## src/rtl/psfd_pkg.sv

```systemverilog
package psfd_pkg;

    // Fixed header windows, in bit times counted from the data-valid rise.
    localparam int unsigned SETTLE_BITS = 16;
    localparam int unsigned ALT_END_BIT = 21;
    localparam int unsigned IDX_BITS    = $clog2(ALT_END_BIT + 1) + 1;

    typedef logic [IDX_BITS-1:0] bit_idx_t;

    typedef enum logic [2:0] {
        ST_IDLE,
        ST_SETTLE,
        ST_ALTERNATE,
        ST_HUNT,
        ST_PASS,
        ST_DROP
    } hdr_state_e;

    // One bit travelling toward the output stage.
    typedef struct packed {
        logic valid;
        logic data;
        logic first;
    } fwd_beat_t;

    // Verdict on the current header bit.
    typedef struct packed {
        logic delim;
        logic reject;
    } hdr_verdict_t;

    function automatic logic repeats(input logic prev_b, input logic cur_b);
        return prev_b == cur_b;
    endfunction

    function automatic hdr_verdict_t judge_hunt(input logic prev_b, input logic cur_b);
        hdr_verdict_t v;
        v.delim  = repeats(prev_b, cur_b) &&  cur_b;
        v.reject = repeats(prev_b, cur_b) && !cur_b;
        return v;
    endfunction

endpackage

```

## src/rtl/psfd_header_fsm.sv

```systemverilog
module psfd_header_fsm
    import psfd_pkg::*;
#(
    parameter int unsigned IDX_W     = 6,
    parameter int unsigned SETTLE_N  = 16,
    parameter int unsigned ALT_LAST  = 21
) (
    input  logic             clk,
    input  logic             rst,
    input  logic             start_i,
    input  logic             live_i,
    input  logic             bit_i,
    input  logic [IDX_W-1:0] idx_i,
    output fwd_beat_t        beat_o,
    output logic             abort_o
);
    localparam logic [IDX_W-1:0] SETTLE_END = IDX_W'(SETTLE_N);
    localparam logic [IDX_W-1:0] ALT_FIRST  = IDX_W'(SETTLE_N + 1);
    localparam logic [IDX_W-1:0] ALT_END    = IDX_W'(ALT_LAST);

    hdr_state_e   state_q, state_d;
    logic         prev_q;
    logic         first_q, first_d;
    hdr_verdict_t hunt_v;

    always_comb hunt_v = judge_hunt(prev_q, bit_i);

    always_comb begin
        state_d = state_q;
        first_d = first_q;
        abort_o = 1'b0;
        beat_o  = '0;
        if (!live_i) begin
            state_d = ST_IDLE;
            first_d = 1'b0;
        end else begin
            unique case (state_q)
                ST_IDLE: begin
                    if (start_i) state_d = ST_SETTLE;
                end
                ST_SETTLE: begin
                    if (idx_i >= SETTLE_END) state_d = ST_ALTERNATE;
                end
                ST_ALTERNATE: begin
                    if (idx_i > ALT_FIRST && repeats(prev_q, bit_i)) begin
                        abort_o = 1'b1;
                        state_d = ST_DROP;
                    end else if (idx_i >= ALT_END) begin
                        state_d = ST_HUNT;
                    end
                end
                ST_HUNT: begin
                    if (hunt_v.delim) begin
                        state_d = ST_PASS;
                        first_d = 1'b1;
                    end else if (hunt_v.reject) begin
                        abort_o = 1'b1;
                        state_d = ST_DROP;
                    end
                end
                ST_PASS: begin
                    beat_o.valid = 1'b1;
                    beat_o.data  = bit_i;
                    beat_o.first = first_q;
                    first_d      = 1'b0;
                end
                ST_DROP: state_d = ST_DROP;
                default: state_d = ST_IDLE;
            endcase
        end
    end

    always_ff @(posedge clk) begin
        if (rst) begin
            state_q <= ST_IDLE;
            prev_q  <= 1'b0;
            first_q <= 1'b0;
        end else begin
            state_q <= state_d;
            prev_q  <= bit_i;
            first_q <= first_d;
        end
    end

    // the alternation state is only ever entered for bit times 17..21
    p_alt_window_r4: assert property (@(posedge clk) disable iff (rst)
        (state_q == ST_ALTERNATE && live_i && !start_i) |-> (idx_i >= ALT_FIRST && idx_i <= ALT_END));

    // nothing is rejected during the settling bits
    p_settle_quiet_r3: assert property (@(posedge clk) disable iff (rst)
        (state_q == ST_SETTLE) |-> !abort_o && !beat_o.valid);
endmodule

```

## config.mk

```make
export PLATFORM = sky130hd
export DESIGN_NAME = psfd_header_fsm
export DESIGN_NICKNAME = d
export VERILOG_FILES = /design/src/rtl/psfd_pkg.sv /design/src/rtl/psfd_header_fsm.sv
export SDC_FILE = /design/constraint.sdc
export NUM_CORES = 1
export LEC_CHECK = 0
export BUFFER_PORTS_ARGS = -buffer_cell sky130_fd_sc_hd__buf_2
export CAP_MARGIN = 20
export CORE_AREA = 2 2 39 41
export DETAILED_ROUTE_END_ITERATION = 6
export DIE_AREA = 0 0 41 43
export PLACE_DENSITY = 0.47
export SKIP_LAST_GASP = 1
export SYNTH_ARGS = -nofsm -noshare
export SYNTH_HDL_FRONTEND = slang
export SYNTH_SLANG_ARGS = --single-unit
export TNS_END_PERCENT = 20
```

## constraint.sdc

```tcl
create_clock -name clk -period 2.2 [get_ports clk]
set_input_delay 0.44 -clock clk [delete_from_list [all_inputs] [get_ports clk]]
set_output_delay 0.44 -clock clk [all_outputs]
set_load 0.1 [all_outputs]
```

==> qor.yml <==
route.detailed.drc: 0
p_int_uw: 180.2
hold_class: "in -> reg"
clkPwrFrac_pct: 43.8
yosysUniqueCellTypes: 24
synth_fa_ha_area_share_pct: 7.117
place.gp.congestion: 0.7143
cts_setup_buffers: 0
syn2layout_area_growth_pct: 43.42
peakVddDrop_v: 0.0003065
drtAntennaViolNets: 0
dieArea_mm2: 0.001763
viasPerCell: 4.679
vias: 379
netSwitchingPower_uw: 58.84
die_w_um: 41
antennaDiodeCount: 0
clock_latency_ps: 240
swShare_pct: 24.61
maxSlewHeadroom_pct: 68.00
start_kind: "flop"
clock_sinks: 5
cts-resized-gates: 0
ctsLongestPathBuffers: 2
postRouteWirelength_um: 843
synth_flop_cell: "dfxtp_1"
finalNonFillerCells: 81
die_h_um: 43
numPortBuffers: 14
layout-drive-gt1-share_pct: 36.92
slew_viol_final: 0
tns_ps: 0
max_freq_ghz: 0.4862
crit_required_ps: 1760
status: "finished, final reports clean"
leakage_nw: 0.2560
cp-end-kind: "primary output"
maxCapViolations: 0
clk_pin_slew_worst_paths_ps: 40
sequentialPowerShare_pct: 40.2
finClkSkew_ps: 0.7441
cts_hold_buf: 0
num_rows: 14
synth_xor_area_share_pct: 0
synth_compound_area_share_pct: 30.25
p_comb_share_pct: 16.0
wl_per_cell_um: 10.41
rsz0062_at_grt: "false"
antenna_found_initial: 0
io_pins: 15
overflow: 0
worst_pin_slew_ps: 483.4
coreArea_mm2: 0.001384
critPathKind: "reg -> out"
ys_seq_area_share_pct: 28.47
hold_violations: 0
drt_iter0_drc: 9
tritoncts: "done"
root_buffer: "clkbuf_4"
yosys.area_share.simple_pct: 27.40
dr.pass1.iters: 2
yosys_warnings: 0
placed_cells: 77
syn_area_per_cell_um2: 7.813
cp_max_fo: 4
fin_crit_sh_pct: 93.48
grt_max_degree: 11
synth-seq-cells: 5
synth-edff-count: 0
synthesis.area_um2: 351.6
arrival_ps: 1620
final_nets: 79
setup_viol: 0
dp.final_hpwl_um: 692.3
synth_top_family_by_area: "compound AO/OA/AOI/OAI gates"
start_util_pct: 25.41
async_flop_share_pct: 0
grt_pass1_vias: 370
syn_inst: 45
synth_nets: 58
grt_pass1_wl_mm: 1.400
powerDensity_mw_per_mm2: 474.1
htree_levels: 1
layout_min_cycle_time_ps: 2057
groute.usage.overall_pct: 12.14
cts_buffers: 3
synthMuxAreaShare_pct: 0
## final timing paths
path | start | endpoint | slack (ps) | cells past startpoint
setup reg to reg | prev_q | state_q[0] | 680 | 6
hold / removal | rst | prev_q | 360 | 2
hold reg to reg | state_q[2] | state_q[1] | 550 | 2
setup / recovery | prev_q | abort_o | 140 | 5
## registers in the layout, indices dropped and copies added (netlist names)
register and count:
state_q 3, first_q 1, prev_q 1
## final cells by class
| class | count | area, um2 |
|---|---|---|
| tap | 16 | 20.02 |
| fill | 158 | 879.6 |
| multi-input combinational | 34 | 231.5 |
| inverter | 5 | 18.77 |
| clock buffer | 4 | 26.28 |
| timing repair buffer | 17 | 107.6 |
| sequential | 5 | 100.1 |
## logic make-up after synthesis
family,count (synthesis)
AOI/OAI and AO/OA,15
adders and majority gates,2
buffers and inverters,6
DFF,5
and+or+nand+nor,17
## placed cells by master (no fill, tap or decap), types with 3 or more instances in the layout
master and instances:
buf_2 13, buf_4 3, clkbuf_4 3, dfxtp_1 5, inv_1 5, nor2_1 4
nor3_1 3
## routing by layer
metal	vias up	track usage, %	part of all wire, %
met5	-	0	0
met4	0	2.000	0
met3	0	9.424	9.1
met2	14	18.13	46
met1	160	13.46	45
li1	205	-	-
## per-stage QoR
step	hold WS (ps)	total power [mW]	utilization (%)	cell area, um2	worst slack (ps)
2_1_floorplan	506.7	0.1170	-	355.3	-93.49
3_3_place_gp	561.8	0.1362	34.54	478.0	146.7
3_5_place_dp	553.6	0.1360	34.54	478.0	151.5
4_1_cts	349.8	0.2445	36.44	504.2	125.0
5_1_grt	347.9	0.2604	36.44	504.2	28.76
6_report	357.5	0.2391	36.44	504.2	143.4
## power by group through the flow
stage | clock [mW] | sequential (mW) | combinational, mW
after floorplan | 0 | 0.0967 | 0.0203
after global placement | 0 | 0.0977 | 0.0385
after detailed placement | 0 | 0.0976 | 0.0384
after CTS | 0.110 | 0.0960 | 0.0386
after global routing | 0.121 | 0.0963 | 0.0432
final | 0.105 | 0.0961 | 0.0382
## worst max-delay path: stages (launching register included)
cell	delay (ps)
dfxtp_1	340
inv_1	50
ha_1	310
o31ai_1	220
and4b_1	270
buf_12	180
## synth_stat cells, types with 2 or more instances
cell,number,area share [%]
a2111oi_0,2,5.0
dfxtp_1,5,28
nor2_1,4,4.3
and2_1,2,3.6
o21ai_0,2,2.8
nor3_1,3,4.3
a21o_1,2,4.3
a31oi_1,2,3.6
inv_1,5,5.3
o31ai_1,2,4.3
nand2_1,2,2.1
ha_1,2,7.1
No activity file was read; power rests on OpenSTA's default activity.
